File: src/rtl/sdh_irq_pkg.sv
package sdh_irq_pkg;
  localparam int STAT_W = 16;

  localparam int B_CMD  = 0;
  localparam int B_XFER = 1;
  localparam int B_GAP  = 2;
  localparam int B_DMA  = 3;
  localparam int B_WRDY = 4;
  localparam int B_RRDY = 5;
  localparam int B_INS  = 6;
  localparam int B_REM  = 7;
  localparam int B_CARD = 8;
  localparam int B_BOOT = 14;
  localparam int B_ERR  = 15;

  // bits that latch an event and clear on write-one
  localparam logic [STAT_W-1:0] W1C_MASK =
    (STAT_W'(1) << B_CMD)  | (STAT_W'(1) << B_XFER) | (STAT_W'(1) << B_GAP)  |
    (STAT_W'(1) << B_DMA)  | (STAT_W'(1) << B_WRDY) | (STAT_W'(1) << B_RRDY) |
    (STAT_W'(1) << B_INS)  | (STAT_W'(1) << B_REM)  | (STAT_W'(1) << B_BOOT);

  localparam logic [STAT_W-1:0] CARD_MASK = STAT_W'(1) << B_CARD;

  // levels watched for a rising edge
  typedef struct packed {
    logic card;
    logic rbuf;
    logic wbuf;
  } rise_lvl_t;

  // levels watched for a falling edge
  typedef struct packed {
    logic card;
    logic dat;
    logic rxf;
    logic wxf;
  } fall_lvl_t;
endpackage

File: src/rtl/sdh_lvl_edge.sv
module sdh_lvl_edge #(
  parameter int  W    = 4,
  parameter bit  RISE = 1'b1
) (
  input  logic         clk,
  input  logic         rst_n,
  input  logic [W-1:0] lvl_i,
  output logic [W-1:0] edge_o
);
  logic [W-1:0] prev_q;
  logic [W-1:0] prev_d;

  always_comb prev_d = lvl_i;

  always_ff @(posedge clk or negedge rst_n) begin
    if (!rst_n) prev_q <= '0;
    else        prev_q <= prev_d;
  end

  generate
    if (RISE) begin : g_rise
      always_comb edge_o = lvl_i & ~prev_q;
    end else begin : g_fall
      always_comb edge_o = ~lvl_i & prev_q;
    end
  endgenerate
endmodule

File: src/rtl/sdh_evt_map.sv
module sdh_evt_map
  import sdh_irq_pkg::*;
(
  input  rise_lvl_t          rise_i,
  input  fall_lvl_t          fall_i,
  input  logic               dir_wr_i,
  input  logic               gap_stop_i,
  input  logic               cmd_end_i,
  input  logic               cmd_auto_i,
  input  logic               dma_i,
  input  logic               boot_i,
  output logic [STAT_W-1:0]  set_o
);
  always_comb begin
    set_o          = '0;
    set_o[B_INS]   = rise_i.card;
    set_o[B_REM]   = fall_i.card;
    set_o[B_RRDY]  = rise_i.rbuf;
    set_o[B_WRDY]  = rise_i.wbuf;
    set_o[B_DMA]   = dma_i;
    set_o[B_BOOT]  = boot_i;
    set_o[B_CMD]   = cmd_end_i & ~cmd_auto_i;
    // block gap: read ends at data-line idle, write at write-transfer idle
    set_o[B_GAP]   = gap_stop_i & (dir_wr_i ? fall_i.wxf : fall_i.dat);
    // transfer done: read at read-transfer idle, write/busy at data-line idle
    set_o[B_XFER]  = dir_wr_i ? fall_i.dat : fall_i.rxf;
  end
endmodule

File: src/rtl/sdh_w1c_bit.sv
module sdh_w1c_bit (
  input  logic clk,
  input  logic rst_n,
  input  logic set_i,
  input  logic en_i,
  input  logic clr_i,
  output logic q_o
);
  logic q_q;
  logic q_d;
  logic upd;
  logic set_ok;

  always_comb begin
    set_ok = set_i & en_i;
    upd    = set_ok | clr_i;
    q_d    = set_ok | (q_q & ~clr_i);   // a set beats a clear
  end

  always_ff @(posedge clk or negedge rst_n) begin
    if (!rst_n)   q_q <= 1'b0;
    else if (upd) q_q <= q_d;
  end

  assign q_o = q_q;
endmodule

File: src/rtl/sdh_irq_reduce.sv
module sdh_irq_reduce #(
  parameter int W = 16
) (
  input  logic         clk,
  input  logic         rst_n,
  input  logic [W-1:0] status_i,
  input  logic [W-1:0] sig_en_i,
  output logic         irq_o
);
  logic irq_q;
  logic irq_d;

  always_comb irq_d = |(status_i & sig_en_i);

  always_ff @(posedge clk or negedge rst_n) begin
    if (!rst_n) irq_q <= 1'b0;
    else        irq_q <= irq_d;
  end

  assign irq_o = irq_q;
endmodule

File: src/rtl/sdh_irq_status.sv
module sdh_irq_status
  import sdh_irq_pkg::*;
#(
  parameter int ERR_W = 16
) (
  input  logic              clk,
  input  logic              rst_n,
  input  logic              card_present_i,
  input  logic              rd_buf_en_i,
  input  logic              wr_buf_en_i,
  input  logic              dat_active_i,
  input  logic              rd_xfer_active_i,
  input  logic              wr_xfer_active_i,
  input  logic              dir_wr_i,
  input  logic              gap_stop_i,
  input  logic              cmd_end_i,
  input  logic              cmd_auto_i,
  input  logic              dma_boundary_i,
  input  logic              boot_ack_i,
  input  logic              card_irq_i,
  input  logic [ERR_W-1:0]  err_vec_i,
  input  logic              wr_en_i,
  input  logic [STAT_W-1:0] wr_data_i,
  input  logic [STAT_W-1:0] stat_en_i,
  input  logic [STAT_W-1:0] sig_en_i,
  output logic [STAT_W-1:0] status_o,
  output logic              irq_o
);
  localparam int RW = $bits(rise_lvl_t);
  localparam int FW = $bits(fall_lvl_t);

  // reset: asserted at once, released through two flops
  logic [1:0] rst_pipe_q;
  logic       rst_sync_n;

  always_ff @(posedge clk or negedge rst_n) begin
    if (!rst_n) rst_pipe_q <= 2'b00;
    else        rst_pipe_q <= {rst_pipe_q[0], 1'b1};
  end
  assign rst_sync_n = rst_pipe_q[1];

  rise_lvl_t rise_lvl, rise_evt;
  fall_lvl_t fall_lvl, fall_evt;
  logic [RW-1:0] rise_edge;
  logic [FW-1:0] fall_edge;
  logic [STAT_W-1:0] set_evt;
  logic [STAT_W-1:0] clr_req;

  always_comb begin
    rise_lvl.card = card_present_i;
    rise_lvl.rbuf = rd_buf_en_i;
    rise_lvl.wbuf = wr_buf_en_i;
    fall_lvl.card = card_present_i;
    fall_lvl.dat  = dat_active_i;
    fall_lvl.rxf  = rd_xfer_active_i;
    fall_lvl.wxf  = wr_xfer_active_i;
    rise_evt      = rise_lvl_t'(rise_edge);
    fall_evt      = fall_lvl_t'(fall_edge);
    clr_req       = wr_en_i ? wr_data_i : '0;
  end

  sdh_lvl_edge #(.W(RW), .RISE(1'b1)) u_rise (
    .clk    (clk),
    .rst_n  (rst_sync_n),
    .lvl_i  (RW'(rise_lvl)),
    .edge_o (rise_edge)
  );

  sdh_lvl_edge #(.W(FW), .RISE(1'b0)) u_fall (
    .clk    (clk),
    .rst_n  (rst_sync_n),
    .lvl_i  (FW'(fall_lvl)),
    .edge_o (fall_edge)
  );

  sdh_evt_map u_map (
    .rise_i     (rise_evt),
    .fall_i     (fall_evt),
    .dir_wr_i   (dir_wr_i),
    .gap_stop_i (gap_stop_i),
    .cmd_end_i  (cmd_end_i),
    .cmd_auto_i (cmd_auto_i),
    .dma_i      (dma_boundary_i),
    .boot_i     (boot_ack_i),
    .set_o      (set_evt)
  );

  generate
    for (genvar b = 0; b < STAT_W; b++) begin : g_bit
      if (W1C_MASK[b]) begin : g_w1c
        sdh_w1c_bit u_bit (
          .clk   (clk),
          .rst_n (rst_sync_n),
          .set_i (set_evt[b]),
          .en_i  (stat_en_i[b]),
          .clr_i (clr_req[b]),
          .q_o   (status_o[b])
        );
      end else if (b == B_CARD) begin : g_card
        logic card_q;
        logic card_d;
        always_comb card_d = stat_en_i[b] & card_irq_i;
        always_ff @(posedge clk or negedge rst_sync_n) begin
          if (!rst_sync_n) card_q <= 1'b0;
          else             card_q <= card_d;
        end
        assign status_o[b] = card_q;
      end else if (b == B_ERR) begin : g_err
        assign status_o[b] = |err_vec_i;
      end else begin : g_rsvd
        assign status_o[b] = 1'b0;
      end
    end
  endgenerate

  sdh_irq_reduce #(.W(STAT_W)) u_irq (
    .clk      (clk),
    .rst_n    (rst_sync_n),
    .status_i (status_o),
    .sig_en_i (sig_en_i),
    .irq_o    (irq_o)
  );

  // bits of the masks and write data that no status bit consumes
  logic unused_bits;
  assign unused_bits = ^{clr_req & ~W1C_MASK, stat_en_i & ~(W1C_MASK | CARD_MASK),
                         set_evt & ~W1C_MASK};
endmodule

File: config.mk
export PLATFORM = sky130hd
export DESIGN_NAME = sdh_irq_status
export DESIGN_NICKNAME = d
export VERILOG_FILES = /design/src/rtl/sdh_irq_pkg.sv /design/src/rtl/sdh_lvl_edge.sv /design/src/rtl/sdh_evt_map.sv /design/src/rtl/sdh_w1c_bit.sv /design/src/rtl/sdh_irq_reduce.sv /design/src/rtl/sdh_irq_status.sv
export SDC_FILE = /design/constraint.sdc
export NUM_CORES = 1
export LEC_CHECK = 0
export BUFFER_PORTS_ARGS = -buffer_cell sky130_fd_sc_hd__buf_2
export CAP_MARGIN = 20
export CORE_UTILIZATION = 36
export CTS_CLUSTER_SIZE = 20
export DETAILED_ROUTE_END_ITERATION = 10
export GPL_ROUTABILITY_DRIVEN = 1
export PLACE_DENSITY = 0.95
export SKIP_LAST_GASP = 1
export SYNTH_ARGS = -nofsm -noshare
export SYNTH_HDL_FRONTEND = slang
export SYNTH_SLANG_ARGS = --single-unit
export TNS_END_PERCENT = 1
File: constraint.sdc
create_clock -name clk -period 1.05 [get_ports clk]
set_input_delay 0.21 -clock clk [delete_from_list [all_inputs] [get_ports clk]]
set_output_delay 0.21 -clock clk [all_outputs]
set_load 0.02 [all_outputs]
Word level (Yosys, flattened, before mapping)
Cells that the tools add are included.
W data, S select, Z words.
{"block": "totals", "register_bits": 20, "latch_bits": 0, "ram_bits": 0, "rom_bits": 0, "in_bits": 80, "out_inout_bits": 17, "wordCells": 73, "mem_count": 0}
{"block": "op_classes", "n_addsub": 0, "multipliers": 0, "div_mod_pow": 0, "n_lt_le_gt_ge": 0, "n_eq_ne": 0, "n_shift": 0, "n_mux": 3, "bitwise": 54, "reduce_logical": 2}
{"op": "$reduce_or A16 Y1", "n": 2}
{"op": "$and A1 B1 Y1", "n": 21}
{"op": "$or A1 B1 Y1", "n": 18}
{"op": "$and A16 B16 Y16", "n": 1}
{"op": "$mux W15", "n": 1}
{"op": "$not A1 Y1", "n": 10}
{"op": "$and A4 B4 Y4", "n": 1}
{"op": "$not A4 Y4", "n": 1}
{"op": "$and A3 B3 Y3", "n": 1}
{"op": "$not A3 Y3", "n": 1}
{"op": "$mux W1", "n": 2}

Logic depth before layout (Yosys ltp)
{"block": "logic_depth", "ltp_word": 6, "depth_mapped": 4, "ltp_nobuf": 3}

By module
A second synthesis with hierarchy kept.
{"block": "unflattened", "cells_unflattened": 104, "hier_area_um2": 1129.8}
{"mod": "sdh_w1c_bit", "n_inst": 9, "cells_each": 4, "area_each_um2": 41.3, "seq_area_each_um2": 25.0}
{"mod": "sdh_irq_status", "n_inst": 1, "cells_each": 26, "area_each_um2": 221.5, "seq_area_each_um2": 75.1}
{"mod": "sdh_lvl_edge (u_fall)", "n_inst": 1, "cells_each": 8, "area_each_um2": 155.1, "seq_area_each_um2": 100.1}
{"mod": "sdh_evt_map", "n_inst": 1, "cells_each": 18, "area_each_um2": 138.9, "seq_area_each_um2": 0.0}
{"mod": "sdh_irq_reduce", "n_inst": 1, "cells_each": 10, "area_each_um2": 126.4, "seq_area_each_um2": 25.0}
{"mod": "sdh_lvl_edge (u_rise)", "n_inst": 1, "cells_each": 6, "area_each_um2": 116.4, "seq_area_each_um2": 75.1}

Worst setup path after synthesis
No wires, ideal clock.
{"block": "synth_path", "path_type": "input to register", "start": "input err_vec_i[4]", "end": "register u_irq.irq_q (netlist: u_irq.irq_o)", "setup_ps": 124, "arrival_ps": 1100, "setup_slack_ps": -174, "path_stages": 3, "cell_sequence": "nor4_1 -> nand4_1 -> a211o_1"}
{"block": "synth_between", "elab_chain_cells": 3}
{"item": "start: declaration", "line": "sdh_irq_status.sv:21", "text": "input logic [ERR_W-1:0] err_vec_i,"}
{"item": "$reduce_or A16 Y1", "line": "sdh_irq_status.sv:109", "text": "assign status_o[b] = |err_vec_i;"}
{"item": "named net status_o[15]", "line": "sdh_irq_status.sv:26", "text": "output logic [STAT_W-1:0] status_o,"}
{"item": "$and A16 B16 Y16", "line": "sdh_irq_reduce.sv:13", "text": "always_comb irq_d = |(status_i & sig_en_i);"}
{"item": "$reduce_or A16 Y1", "line": "sdh_irq_reduce.sv:13"}
{"item": "named net u_irq.irq_d", "line": "sdh_irq_reduce.sv:11", "text": "logic irq_d;"}
{"item": "end signal: assignment", "line": "sdh_irq_reduce.sv:17", "text": "else irq_q <= irq_d;"}
{"item": "end: declaration", "line": "sdh_irq_reduce.sv:10", "text": "logic irq_q;"}
The timed path passes the listed nets, and every way through them passes these cells.
A chain may end at the register's enable or synchronous reset.

Worst setup path in the final report
{"block": "layout_path", "start": "input err_vec_i[4]", "end": "output status_o[15]"}
{"block": "layout_between", "elab_chain_cells": 1}
{"item": "$reduce_or A16 Y1", "line": "sdh_irq_status.sv:109"}
{"item": "end: declaration", "line": "sdh_irq_status.sv:26"}
Every way passes these cells.

==> summary.txt <==
Final layout
  – Top library cells by usage in the layout, fill and taps aside: sky130_fd_sc_hd__buf_2 (67), sky130_fd_sc_hd__dfrtp_1 (19), sky130_fd_sc_hd__nand2_1 (18)
  – Count of antenna diodes in the layout: 0
  – Layout Nets: 240
  – Number of inserted filler cells in the final layout: 199
  – Most common library cell in the layout ignoring fill and taps: sky130_fd_sc_hd__buf_2
  – Area grow syn2layout: 59.16%
  – Share of cells above drive strength 1: 0.5660

Critical path
  – Endpoint arrival time on the critical path: 930 ps
  – Crit path cell chain: buf_2 -> nor4_4 -> nand4_1 -> buf_4
  – Path depth of the worst reg2reg path: 4
  – Startpoint type of the worst setup path: primary input
  – Worst path bufs/invs: 2
  – Worst setup slack for register-to-register paths: -80 ps
  – RR Endpoint: u_irq.irq_o
  – Beginning of the critical path: err_vec_i[4]
  – Slowest cell on the critical path: sky130_fd_sc_hd__nor4_4
  – WP data required: 840 ps
  – Worst setup EP type: primary output
  – Kind of cell with the highest combined delay on the critical path: simple AND/OR/NAND/NOR gates
  – Largest stage delay on the critical path: 270 ps
  – Launch point of the worst reg-to-reg path: g_bit[2].g_w1c.u_bit.q_o
  – Setup crit end: status_o[15]
  – Cell count along the critical path: 4
  – Worst Setup Path Type: in -> out
  – Top fanout value on the critical path: 2

Clock network
  – Num CTS Buffers: 3
  – Clock sinks: 19
  – H-tree lvl count: 1
  – CTS tree: done
  – Clock Latency Late Sink: 290 ps
  – Clock tree root buffer cell: sky130_fd_sc_hd__clkbuf_4
  – Clock transition at the registers of the reported paths: 100 ps
  – Bufs on Longest Clock Path: 2

Synth
  – Unique cell type count in the Yosys netlist: 19
  – Biggest area consumer among synthesized cells: sky130_fd_sc_hd__dfrtp_1
  – Main combinational cell family by area after synthesis: simple AND/OR/NAND/NOR gates
  – Post-Synth Adder-Cell Area: 0
  – Post-synthesis area per instance: 10.45 µm²
  – Cells after synthesis: 83
  – Share of synthesized area occupied by flip-flops and latches: 0.5483
  – Synthesis Warnings: 0
  – Simple-gate share of the synthesized area: 0.1573
  – Cell area after technology mapping: 867.1 µm²
  – Parity-gate share of the synthesized area counting xor and xnor cells: 0
  – Share of the synthesized area in the top cell type: 0.5483
  – Area contributors post-synth: sky130_fd_sc_hd__dfrtp_1 (55%), sky130_fd_sc_hd__buf_4 (13%), sky130_fd_sc_hd__nand2_1 (7.8%), sky130_fd_sc_hd__a22oi_1 (4.3%), sky130_fd_sc_hd__a22o_1 (3.0%)
  – Compound-gate portion of the synthesized area: 0.1356
  – Yosys reg bits: 19
  – Mux cell area share after synthesis: 0.01154

Run
  – Max-cap violations: 0

STA
  – Final setup violation count: 11
  – Pins Over Slew Limit: 0
  – Setup tns final: -729.6 ps
  – Fmax achieved: 874.4 MHz
  – Final count of hold timing violations: 0
  – Post-route fraction of the period consumed by the critical path: 1.089
  – Final Critical Period: 1144 ps
  – Smallest hold slack: 29.76 ps
  – Worst setup slack after layout: -93.66 ps
  – Setup repair after global routing missed its margin: true
  – Worst clock skew: 5.073 ps

Power and ir drop
  – P_leak: 0.7268 nW
  – IR Drop Worst-Case VDD: 0.9914 mV
  – Total power per unit cell area: 1209 mW/mm²

GRT
  – Initial antenna violation count: 0
  – Global Route Usage Sum: 0.1774
  – Global-route wire length before repair: 3.284 mm
  – Number of global-route vias before repair: 845
  – Global route overflow: 0
  – Pin count of the biggest net entering global routing: 11

Routing
  – # DRC: 0
  – First-pass iteration count of the detailed router: 2
  – Number of DRC violations after detailed-routing iteration 0: 4
  – Total via count in the routed design: 865
  – Vias per cell: 4.626
  – Routed Antenna Nets: 0
  – Drt total wl: 2.220 mm
  – Detail-routed net length per standard cell: 11.87 µm

Outcome
  – Failing checks: negative setup slack
  – Run status: finished with violations

Die
  – Die Y-Extent: 51.08 µm
  – Die footprint: 0.002609 mm²
  – Die X: 51.08 µm
  – Starting utilization of the core area: 0.3882
  – Io pins: 97
  – Cell Rows: 17
  – Floorplan Core Area: 0.002233 mm²

Worst hold path
  – Type of the worst min-delay path: in -> reg

Place
  – HPWL after detailed placement: 1.897 mm
  – Global placement routability congestion: 0.6556
  – Number of port buffers: 73
-- cell families after synthesis --
kind of cell	count (synthesis)
buffers and inverters	17
flip-flops	19
AND/OR/NAND/NOR	28
other	2
multiplexers	1
AO/OA/AOI/OAI	16
-- through the flow --
step	worst slack (ps)	instances	area (µm²)	utilization	power (mW)
6_report	-93.66	187	1380	0.6179	1.668
3_5_place_dp	-116.1	178	1256	0.5625	1.262
2_1_floorplan	-130.3	87	927.1	-	1.093
5_1_grt	-134.8	187	1380	0.6179	1.762
4_1_cts	-104.9	186	1361	0.6095	1.676
3_3_place_gp	-94.31	178	1256	0.5625	1.242
-- Yosys cell counts --
master / count
sky130_fd_sc_hd__conb_1: 2
sky130_fd_sc_hd__a22o_1: 3
sky130_fd_sc_hd__a32o_1: 2
sky130_fd_sc_hd__mux2i_1: 1
sky130_fd_sc_hd__nand4_1: 1
sky130_fd_sc_hd__and2_1: 1
sky130_fd_sc_hd__clkbuf_1: 1
sky130_fd_sc_hd__nand3b_1: 1
sky130_fd_sc_hd__nand2b_1: 2
sky130_fd_sc_hd__nand3_1: 1
sky130_fd_sc_hd__a211o_1: 1
sky130_fd_sc_hd__nor4_2: 1
sky130_fd_sc_hd__dfrtp_1: 19
sky130_fd_sc_hd__buf_4: 15
sky130_fd_sc_hd__nor4_1: 3
sky130_fd_sc_hd__inv_1: 1
sky130_fd_sc_hd__a22oi_1: 5
sky130_fd_sc_hd__o21ai_0: 5
sky130_fd_sc_hd__nand2_1: 18
-- power by group --
part	total, mW	switching [mW]	internal (mW)
registers	0.836	0.0418	0.794
clock network	0.350	0.202	0.148
logic	0.482	0.223	0.259
-- timing repair --
item                                    4_1_cts  5_1_grt
hold buffers                                  1        0
buffers inserted                              3        1
resized for setup                            14        2
hold endpoints to repair                      2        0
pin swaps                                     1        1
endpoints found under the setup margin       11       13
-- layer usage --
layer / up-vias / track usage / routed length, µm
li1: 419 / - / -
met1: 388 / 0.1648 / 698
met3: 7 / 0.04167 / 181
met2: 51 / 0.3487 / 1285
met5: - / 0 / 0
met4: 0 / 0.09259 / 54
-- registers in the layout, summed over array words and instances (netlist names) --
signal,flops
u_fall.prev_q,4
rst_pipe_q,2
g_bit.g_w1c.u_bit.q_o,9
u_rise.prev_q,2
g_bit.g_card.card_q,1
u_irq.irq_o,1
-- worst min path at each step --
stage               cells after the start          endpoint  slack (ps)              from
finish                                  1  u_rise.prev_q[0]          30       wr_buf_en_i
global route                            1  u_fall.prev_q[2]          10      dat_active_i
CTS                                     1  u_fall.prev_q[1]          20  rd_xfer_active_i
detailed placement                      1     rst_pipe_q[0]           2             rst_n
global placement                        1     rst_pipe_q[0]          -2             rst_n
floorplan                               0     rst_pipe_q[0]         -90             rst_n
-- worst register-to-register path, cell delays in order, from the launching register on --
cell,delay (ps)
sky130_fd_sc_hd__dfrtp_1,380
sky130_fd_sc_hd__buf_4,130
sky130_fd_sc_hd__a22oi_1,150
sky130_fd_sc_hd__nand3_1,90
sky130_fd_sc_hd__a211o_1,270
-- final cells by class --
| cell class | instances | area, µm² | area share |
|---|---|---|---|
| multi-input combinational | 51 | 340.3 | 0.2466 |
| timing repair buffer | 84 | 499.2 | 0.3617 |
| clock buffer | 4 | 26.28 | 0.01904 |
| sequential | 19 | 475.5 | 0.3445 |
| inverter | 1 | 3.754 | 0.002720 |
| tap | 28 | 35.03 | 0.02539 |
(Power assumes the default switching activity.)
